[config.mk]
export PLATFORM = sky130hd
export DESIGN_NAME = osd_window_timing
export DESIGN_NICKNAME = d
export VERILOG_FILES = /design/src/rtl/osd_window_timing.sv
export SDC_FILE = /design/constraint.sdc
export NUM_CORES = 1
export LEC_CHECK = 0
export ABC_AREA = 1
export BUFFER_PORTS_ARGS = -buffer_cell sky130_fd_sc_hd__buf_2
export CORE_MARGIN = 2
export CORE_UTILIZATION = 48
export CTS_BUF_LIST = sky130_fd_sc_hd__clkbuf_4 sky130_fd_sc_hd__clkbuf_8
export CTS_CLUSTER_DIAMETER = 40
export CTS_CLUSTER_SIZE = 25
export DETAILED_ROUTE_END_ITERATION = 8
export GPL_TIMING_DRIVEN = 0
export MAX_ROUTING_LAYER = met4
export PLACE_DENSITY_LB_ADDON = 0.3
export SYNTH_ARGS = -nofsm -noshare
export SYNTH_HDL_FRONTEND = slang
export SYNTH_SLANG_ARGS = --single-unit
export TNS_END_PERCENT = 1
[constraint.sdc]
create_clock -name clk -period 4.9 [get_ports clk]
set_input_delay 0.245 -clock clk [delete_from_list [all_inputs] [get_ports clk]]
set_output_delay 0.245 -clock clk [all_outputs]
set_load 0.02 [all_outputs]
[src/rtl/osd_window_timing.sv]
module osd_window_timing #(
  parameter int NUM_COLS  = 40,
  parameter int FONT_W    = 12,
  parameter int WIN_LINES = 4,
  parameter int LINE_W    = 10,
  parameter int HCNT_W    = 12,
  parameter int MASK_W    = 32,
  localparam int COL_W    = (NUM_COLS > 1) ? $clog2(NUM_COLS) : 1,
  localparam int FX_W     = $clog2(FONT_W)
) (
  input  logic              clk,
  input  logic              rst_n,
  input  logic              hflyback,
  input  logic              vsync,
  input  logic [7:0]        hstart,
  input  logic [7:0]        vstart,
  input  logic [MASK_W-1:0] wide_mask,
  output logic              win_active,
  output logic              pix_valid,
  output logic [COL_W-1:0]  col_idx,
  output logic [FX_W-1:0]   font_x,
  output logic [LINE_W-1:0] line_in_win,
  output logic              hstart_bad
);

  localparam int MEXT_W = 1 << COL_W;

  logic              fb_q, vs_q;
  logic [HCNT_W-1:0] hcnt, hs_px;
  logic [7:0]        vs_lat;
  logic [MASK_W-1:0] mask_lat;
  logic [LINE_W-1:0] line_cnt;
  logic              vin, run, ph, bad;
  logic [COL_W-1:0]  col;
  logic [FX_W-1:0]   fx;

  logic              fb_rise, vs_rise, start, dbl, last_fx, last_col;
  logic [7:0]        hs_eff;
  logic [HCNT_W-1:0] hs_px_in;
  logic [LINE_W-1:0] line_nxt, vbase_in, vbase_lat;
  logic [MEXT_W-1:0] mask_ext;

  assign fb_rise   = hflyback & ~fb_q;
  assign vs_rise   = vsync & ~vs_q;
  assign hs_eff    = (hstart <= 8'd2) ? 8'd3 : hstart;
  assign hs_px_in  = HCNT_W'(hs_eff) * HCNT_W'(4) + HCNT_W'(30);
  assign vbase_in  = LINE_W'({vstart, 1'b0});
  assign vbase_lat = LINE_W'({vs_lat, 1'b0});
  assign line_nxt  = vs_rise ? '0 : line_cnt + 1'b1;
  assign start     = !fb_rise && !vs_rise && vin && (hcnt == hs_px - 1'b1);
  assign mask_ext  = MEXT_W'(mask_lat);
  assign dbl       = mask_ext[col];
  assign last_fx   = (fx == FX_W'(FONT_W - 1));
  assign last_col  = (col == COL_W'(NUM_COLS - 1));

  always_ff @(posedge clk or negedge rst_n) begin
    if (!rst_n) begin
      fb_q <= 1'b0;
      vs_q <= 1'b0;
    end else begin
      fb_q <= hflyback;
      vs_q <= vsync;
    end
  end

  always_ff @(posedge clk or negedge rst_n) begin
    if (!rst_n)                hcnt <= '0;
    else if (fb_rise)          hcnt <= '0;
    else if (hcnt != '1)       hcnt <= hcnt + 1'b1;
  end

  always_ff @(posedge clk or negedge rst_n) begin
    if (!rst_n) begin
      line_cnt <= '0;
      vin      <= 1'b0;
      hs_px    <= '0;
      vs_lat   <= '0;
      mask_lat <= '0;
      bad      <= 1'b0;
    end else if (fb_rise) begin
      line_cnt <= line_nxt;
      vin      <= (line_nxt >= vbase_in) && (line_nxt < vbase_in + LINE_W'(WIN_LINES));
      hs_px    <= hs_px_in;
      vs_lat   <= vstart;
      mask_lat <= wide_mask;
      bad      <= (hstart <= 8'd2);
    end else if (vs_rise) begin
      line_cnt <= '1;
      vin      <= 1'b0;
    end
  end

  always_ff @(posedge clk or negedge rst_n) begin
    if (!rst_n) begin
      run <= 1'b0;
      col <= '0;
      fx  <= '0;
      ph  <= 1'b0;
    end else if (fb_rise || vs_rise) begin
      run <= 1'b0;
      col <= '0;
      fx  <= '0;
      ph  <= 1'b0;
    end else if (start) begin
      run <= 1'b1;
      col <= '0;
      fx  <= '0;
      ph  <= 1'b0;
    end else if (run) begin
      if (dbl && !ph) begin
        ph <= 1'b1;
      end else begin
        ph <= 1'b0;
        if (last_fx) begin
          fx <= '0;
          if (last_col) begin
            run <= 1'b0;
            col <= '0;
          end else begin
            col <= col + 1'b1;
          end
        end else begin
          fx <= fx + 1'b1;
        end
      end
    end
  end

  assign win_active  = vin;
  assign pix_valid   = run;
  assign col_idx     = col;
  assign font_x      = fx;
  assign line_in_win = vin ? (line_cnt - vbase_lat) : '0;
  assign hstart_bad  = bad;

  assert_fx_range_R5: assert property (@(posedge clk) disable iff (!rst_n)
    fx <= FX_W'(FONT_W - 1));

  assert_valid_in_window_R4: assert property (@(posedge clk) disable iff (!rst_n)
    pix_valid |-> win_active);

  assert_col_bound_R8: assert property (@(posedge clk) disable iff (!rst_n)
    pix_valid |-> (int'(col_idx) < NUM_COLS));

  assert_start_origin_R2: assert property (@(posedge clk) disable iff (!rst_n)
    $rose(pix_valid) |-> (col_idx == '0 && font_x == '0));

  assert_min_start_R3: assert property (@(posedge clk) disable iff (!rst_n)
    $rose(pix_valid) |-> (hcnt >= HCNT_W'(42)));

  assert_high_cols_narrow_R7: assert property (@(posedge clk) disable iff (!rst_n)
    (pix_valid && $past(pix_valid) && col_idx == $past(col_idx) && int'(col_idx) >= 32)
      |-> font_x == FX_W'($past(font_x) + 1'b1));

endmodule

Word-level counts from Yosys, hierarchy flattened
Cells that the tools add are included.

Flip-flop bits (word level): 90. Input port bits: 52. Word-level logic and storage cells: 81.

Add/subtract/negate cells: 8. $lt $le $gt $ge: 4. Eq/ne operators: 5. Multiplexer cells: 32. Bitwise operators: 4. Reduce and logical (&&, ||, !) cells: 15.

Operators by type and width (number): two-way mux 10 bit (4); two-way mux 6 bit (6); two-way mux 12 bit (2); two-way mux 4 bit (5); two-way mux 1 bit (13); adder 12 x 1 -> 12 bit, second input constant (1); equality test 12 bit (1); inequality test 12 bit, second input constant (1); subtractor 12 x 1 -> 12 bit, second input constant (1); adder 10 x 5 -> 11 bit, second input constant (1); adder 10 x 1 -> 10 bit, second input constant (1); adder 9 x 3 -> 10 bit, second input constant (1); >= comparator 10 x 9 -> 1 bit (1); less-than comparator 10 bit (1); subtractor 10 x 9 -> 10 bit (1); less-or-equal comparator 8 x 2 -> 1 bit, second input constant (1); two-way mux 8 bit (1); less-than comparator 6 x 7 -> 1 bit, second input constant (1); adder 6 x 1 -> 6 bit, second input constant (1); binary-select mux 1 bit (select 6 bit) (1); equality test 6 bit, second input constant (1); nonzero test 3 bit (2); logical AND 1 bit (5); adder 4 x 1 -> 4 bit, second input constant (1); other kinds (9) (14).

Depth between registers and ports, before layout
Gate-level depths: netlist of the first run.

Word-level depth: 8. Depth in mapped cells: 17. Gate-level depth less buffers: 17.

Worst setup path before layout of the first run
Ideal clock, no wire load.

Path type: flip-flop to output port. Start: register line_cnt[1]. End: output line_in_win[7]. Arrival time: 1929 ps. Data required time: 4655 ps. Path slack: 2726 ps. Cell stages (with the launch flop): 14. Buffers on the path: 0. Cell sequence: dfrtp_1 -> inv_1 -> ha_1 -> inv_1 -> fa_1 -> nand2_1 -> inv_1 -> o21ai_0 -> nand2_1 -> nand2_1 -> nand2_1 -> a21oi_1 -> xor2_1 -> nor2_1.

Longest elaborated chain between the ends: 2.

Ends and longest elaborated chain: from (decl) (RTL line 32) `logic [LINE_W-1:0] line_cnt;`; from (signal assigned) (RTL line 81) `line_cnt <= line_nxt;`; subtractor 10 x 9 -> 10 bit (RTL line 133) `assign line_in_win = vin ? (line_cnt - vbase_lat) : '0;`; two-way mux 10 bit (RTL line 133); to (decl) (RTL line 22) `output logic [LINE_W-1:0] line_in_win,`.

Every way passes these cells.

Worst setup path in the final report of the first run
Ends and elaborated chain as after synthesis.

==> results.toml, run 1 <==
[outcome]
status = "complete, no violations"

[critical_path]
critical_path.top_delay_family = "adder cells"
cp-end-kind = "primary output"
critPathKind = "flop to primary output"
crit_path_top_delay_cell = "dfrtp_1"
cpPeakStageDelay_ns = 0.41
crit_top_cell = "nand2_1"
cp.required_ns = 4.66
crit_fanout = 4
arrival_ns = 2.66
path_buf_inv = 4
startpoint_type = "flop"
crit_path_cell_trace = "inv_1, ha_1, inv_1, fa_1, nand2_1, inv_1, o21ai_0, nand2_1, nand2_1, nand2_1, a21oi_1, xor2_1, nor2_1, buf_2"

[finish]
areaGrowthSynthToFinish_pct = 14.4
most-common-layout-cells = "nand2_1, inv_1, dfrtp_1, buf_2, nand3_1"
drive_gt1_frac = 0.134
fill_cells = 1102
antenna_cells = 0
layout_commonest_cell = "nand2_1"
nets = 981

[die]
start_util = 0.495
core_um2 = 11500
die_w_um = 113
core.rowCount = 39
die_h_um = 113
boundaryPins = 75
dieArea_um2 = 12700

[placed_design]
gp_congestion = 0.909
dp_hpwl_um = 10200
port-buffer-count = 74
pre_cts_ws_ns = 2.35

[power_and_ir_drop]
max-vdd-ir-drop_v = 0.000171
power_density_nw_per_um2 = 355
leakage_uw = 0.00354

[timing]
rsz0062_at_grt = "no"
fin_tns_setup_ns = 0
worst_slew_pin_slew_ns = 0.611
fin_crit_ns = 2.91
slew-limit-headroom = 0.593
holdWs_ns = 0.0572
max_clock_freq_mhz = 344
setup_slack_ns = 1.99
setup_viol = 0
fin_worst_skew_ns = 0.0126
drv_slew = 0
finalCritPeriodShare = 0.593
hold_viol_final = 0

[route]
vias = 5359
drt_iter0_drc = 283
drtAntennaViolNets = 0
post_drt_wl_per_cell_um = 12.9
route.detailed.drc = 0
vias_per_cell = 5.13
first_pass_iters = 7
wl_um = 13500

[synthesis]
avgSynthCellArea_um2 = 7.03
synth-edff-count = 0
ys_warn_count = 0
ys_seq_area_frac = 0.388
synthArstFlopShare = 1.00
synthFlopType = "dfrtp_1"
synth.net_count = 892
syn-cell-area_um2 = 5680
synthCells = 808
ys_ff_latch = 88
netlist-cell-type-count = 40

[clock_network]
numCtsBuffers = 9
cts_resized = 0
cts_hold_buf = 3
clk_pin_slew_ns = 0.09
clock_path_buffers = 2
htree_levels = 3
clkSinkCount = 88
cts_tree = "done"
clock-root-buffer = "clkbuf_8"
post_cts_buffers = 0
clock_latency_ns = 0.37

[job]
cap_violations = 0

[global_routing]
grt_pass1_wl_um = 22800
overflow = 0
antenna_found_initial = 0
grt_use_total = 0.228
grt_pass1_vias = 4881
grt_max_degree = 46

[min_path]
hold_class = "input pin to flop"
worst reg2reg max path: cells and delay by family, from the launching register on:
family	cells	cell delay (ns)
adders and majority gates	1	0.32
DFF	1	0.47
buffers and inverters	2	0.15
and+or+nand+nor	10	1.27
AOI/OAI and AO/OA	2	0.26
kinds of logic after synthesis:
kind of cell	synth area share
XOR/XNOR	0.0260
adder cells (fa/ha/maj)	0.0718
buffers and inverters	0.0830
AND/OR/NAND/NOR	0.343
AO/OA/AOI/OAI	0.0881
flip-flops	0.388
state kept, by name (all words and copies together) (netlist names):
register and cells:
vs_lat 8, hstart_bad 1, win_active 1, line_cnt 10, col_idx 6, ph 1, pix_valid 1, font_x 4
hs_px 10, mask_lat 32, hcnt 12, fb_q 1, vs_q 1
per-layer routing:
metal	routed length, um	GRT usage
met2	6170	0.349
met4	206	0.0626
met1	6570	0.321
met3	513	0.0305
met5	0	-
metrics by stage:
step / utilization / cells / power (uW) / cell area [um^2]
floorplan: - / 808 / 1530 / 5680
global placement: 0.543 / 1025 / 1760 / 6230
detailed placement: 0.546 / 1026 / 1780 / 6260
CTS: 0.567 / 1045 / 2310 / 6500
global route: 0.567 / 1045 / 2490 / 6500
finish: 0.567 / 1045 / 2310 / 6500
worst paths after layout:
check                             start             end  slack (ns)  depth (start not counted)
setup reg to reg            line_cnt[2]      win_active        2.32                         15
min in group asynchronous         rst_n        hs_px[9]        0.41                          2
hold reg to reg             mask_lat[6]     mask_lat[6]        0.49                          2
setup / recovery            line_cnt[1]  line_in_win[7]        1.99                         14
max in group asynchronous         rst_n     line_cnt[3]        3.86                          3
hold / removal             wide_mask[0]     mask_lat[0]        0.06                          3
where the power goes:
part	switching, uW	total, uW	internal [uW]	leakage (uW)
logic	548	864	316	0.00234
registers	86.4	906	820	0.00110
clock network	279	538	259	0.000100
synthesized netlist by cell type, types with 6 or more instances:
| cell type | number | share of area |
|---|---|---|
| o21ai_0 | 39 | 0.034 |
| clkbuf_1 | 12 | 0.0079 |
| nor3_1 | 10 | 0.0088 |
| inv_1 | 92 | 0.061 |
| a21oi_1 | 34 | 0.030 |
| nand4_1 | 9 | 0.0099 |
| inv_2 | 6 | 0.0040 |
| nor2_1 | 72 | 0.048 |
| ha_1 | 31 | 0.068 |
| xor2_1 | 11 | 0.017 |
| nand3_1 | 74 | 0.065 |
| dfrtp_1 | 88 | 0.39 |
| nand2_1 | 277 | 0.18 |
area by class of cell:
type / count / area, um^2 / area share
clock inverter: 5 / 62.6 / 0.00963
buffer: 19 / 93.8 / 0.0144
inverter: 100 / 378 / 0.0582
multi-input combinational: 601 / 3010 / 0.463
timing repair buffer: 78 / 430 / 0.0662
tap: 143 / 179 / 0.0275
clock buffer: 11 / 145 / 0.0223
sequential: 88 / 2200 / 0.339
(Power assumes the default switching activity.)
==> run 2, diff against run 1 <==
Settings changed: ABC_AREA 1 to 0.
Clock period 4.9 ns to 2.6 ns, I/O delays scaled along.
==> results.toml, run 2 <==
[outcome]
violations = "negative setup slack"
status = "complete, but fails checks"

[critical_path]
cpPeakStageDelay_ns = 0.51
critPathKind = "flop to flop"
arrival_ns = 3.10
path_buf_inv = 2
crit_path_top_delay_cell = "or4_4"
cp-endpoint = "col_idx[3]"
startpoint_type = "flop"
r2r_slack_ns = -0.25
crit_top_cell = "buf_6"
reg2reg_depth = 9
crit_fanout = 7
r2r_start = "hs_px[4]"
crit_start = "hs_px[4]"
cp.depth = 9
crit_path_cell_trace = "or4_4, buf_6, o21a_1, or3_1, a221o_1, a2111oi_4, or2_4, buf_6, nor2_1"
cp-end-kind = "flop"
critical_path.top_delay_family = "simple AND/OR/NAND/NOR gates"
cp.required_ns = 2.85
timing.rr.end = "col_idx[3]"

[synthesis]
synthCells = 625
synthXorXnorAreaFrac = 0.0664
synth_fa_ha_area_frac = 0.0754
synthFlopType = "dfrtp_1"
synth_top_cell_area_share = 0.407
synthSimpleGateAreaFrac = 0.251
netlist-cell-type-count = 58
yosysMostFrequentCell = "nand2_1"
ys_warn_count = 0
synth_largest_area_cell = "dfrtp_1"
avgSynthCellArea_um2 = 8.66
syn-cell-area_um2 = 5410
yosys-top-cells-area = "dfrtp_1, nand2_1, ha_1, nor2_1, xnor2_1"
synth_mux_area_frac = 0.0490
synth.net_count = 709
ys_ff_latch = 88
synth_top_family_by_area = "simple AND/OR/NAND/NOR gates"
synth_compound_area_frac = 0.105
ys_seq_area_frac = 0.407
synth-edff-count = 0
yosys-top-cells-count = "nand2_1, dfrtp_1, nor2_1"
synthArstFlopShare = 1.00

[die]
die_h_um = 110
core_um2 = 10900
dieArea_um2 = 12100
boundaryPins = 75
start_util = 0.495
core.rowCount = 38
die_w_um = 110

[finish]
seqCellArea_um2 = 2210
largest_register = "mask_lat"
final_util = 0.612
multi_input_area_um2 = 3010
largest_register_ffs = 32
antenna_cells = 0
nets = 841
areaGrowthSynthToFinish_pct = 23.6
finalNonFillerCells = 902
drive_gt1_frac = 0.180
fill_cells = 964
finalInstanceArea_um2 = 6690
top_regs = "mask_lat (32), hcnt (12)"
layout_commonest_cell = "nand2_1"
most-common-layout-cells = "nand2_1, dfrtp_1, buf_2, nor2_1, dlygate4sd3_1"

[timing]
fin_worst_skew_ns = 0.0136
hold_viol_final = 0
max_clock_freq_mhz = 350
slew-limit-headroom = 0.529
worst_slew_pin_slew_ns = 0.696
setup_viol = 15
setup_slack_ns = -0.253
finalCritPeriodShare = 1.10
drv_slew = 0
fin_crit_ns = 2.85
rsz0062_at_grt = "yes"

[clock_network]
clkSinkCount = 88
cts_tree = "done"
clock-root-buffer = "clkbuf_8"
htree_levels = 3
numCtsBuffers = 9
clock_latency_ns = 0.37
clock_path_buffers = 2
clk_pin_slew_ns = 0.10

[placed_design]
dp_cells = 840
gp_congestion = 0.856
dpl_cell_area_um2 = 6000
dp_hpwl_um = 9410
port-buffer-count = 74
pre_cts_ws_ns = -0.284

[power_and_ir_drop]
max-vdd-ir-drop_v = 0.000364
leakage_uw = 0.00311
power_density_nw_per_um2 = 594

[global_routing]
grt_use_total = 0.234
overflow = 0
grt_max_degree = 47
grt_pass1_wl_um = 21400
antenna_found_initial = 0
grt_pass1_vias = 4597

[route]
drt_iter0_drc = 267
wl_um = 13400
post_drt_wl_per_cell_um = 14.8
first_pass_iters = 5
route.detailed.drc = 0
drtAntennaViolNets = 0
vias_per_cell = 5.39
vias = 4861

[min_path]
hold_class = "input pin to flop"

[job]
cap_violations = 0
run 2: cell count changes after synthesis, sizes merged, moves of 7 or more:
cell and change:
a21oi -11, and2 +7, clkbuf +13, inv -73, mux2i +13, nand2 -146
nand2b +9, nand3 -57, nor2 -22, nor2b +10, o21ai -12, xnor2 +19
run 2: what timing repair did:
action,CTS,global route
resized for setup,12,19
cloned,0,1
pin swaps,1,9
hold buffers,37,0
endpoints found under the hold margin,78,0
endpoints found under the setup margin,17,17
buffers inserted,2,6
run 2: per-layer routing:
metal,vias up,share of wire,GRT usage
met2,121,0.51,0.394
met5,-,0,-
li1,2391,-,-
met3,12,0.045,0.0400
met4,0,0.011,0.0500
met1,2337,0.44,0.298
run 2: stage by stage:
| step | hold slack [ns] | total power [uW] | TNS, ns |
|---|---|---|---|
| 2_1_floorplan | -0.166 | 2600 | 0 |
| 3_3_place_gp | 0.258 | 2910 | -2.09 |
| 3_5_place_dp | 0.179 | 2970 | -2.48 |
| 4_1_cts | 0.00178 | 3960 | -2.32 |
| 5_1_grt | 0.00493 | 4250 | -4.82 |
| 6_report | 0.00707 | 3970 | -3.01 |
run 2: worst min path at each step:
stage              start         end  slack (ns)  depth (start not counted)
3_5_place_dp       rst_n    hs_px[9]        0.18                          1
2_1_floorplan      rst_n  col_idx[0]       -0.17                          0
4_1_cts        vstart[5]   vs_lat[5]       0.002                          3
3_3_place_gp       vsync        vs_q        0.26                          1
5_1_grt        vstart[4]   vs_lat[4]       0.005                          3
6_report       vstart[5]   vs_lat[5]       0.007                          3
run 2: layout make-up:
class                           count  share of cell area
Buffer                             32              0.0243
Clock buffer                        9              0.0185
Clock inverter                      7             0.00935
Inverter                           26              0.0146
Multi-Input combinational cell    479               0.450
Sequential cell                    88               0.330
Tap cell                          140              0.0262
Timing Repair Buffer              121               0.127
run 2: report_power, final:
part / leakage (uW) / switching, uW / internal, uW
registers: 0.00109 / 155 / 1530
clock network: 0.0000863 / 548 / 367
logic: 0.00193 / 731 / 639
total: 0.00311 / 1440 / 2540
run 2: worst min-delay path, delay by kind of cell:
family,cells,cell delay [ns]
AOI/OAI and AO/OA,1,0.06
buffers and inverters,1,0.10
and+or+nand+nor,1,0.05
run 2: kinds of logic (layout without fill, tap and decap cells):
kind of cell,after synthesis,after routing
XOR/XNOR,41,41
AND/OR/NAND/NOR,296,296
multiplexers,19,19
AO/OA/AOI/OAI,91,91
flip-flops,88,88
buffers and inverters,58,195
adder cells (fa/ha/maj),32,32
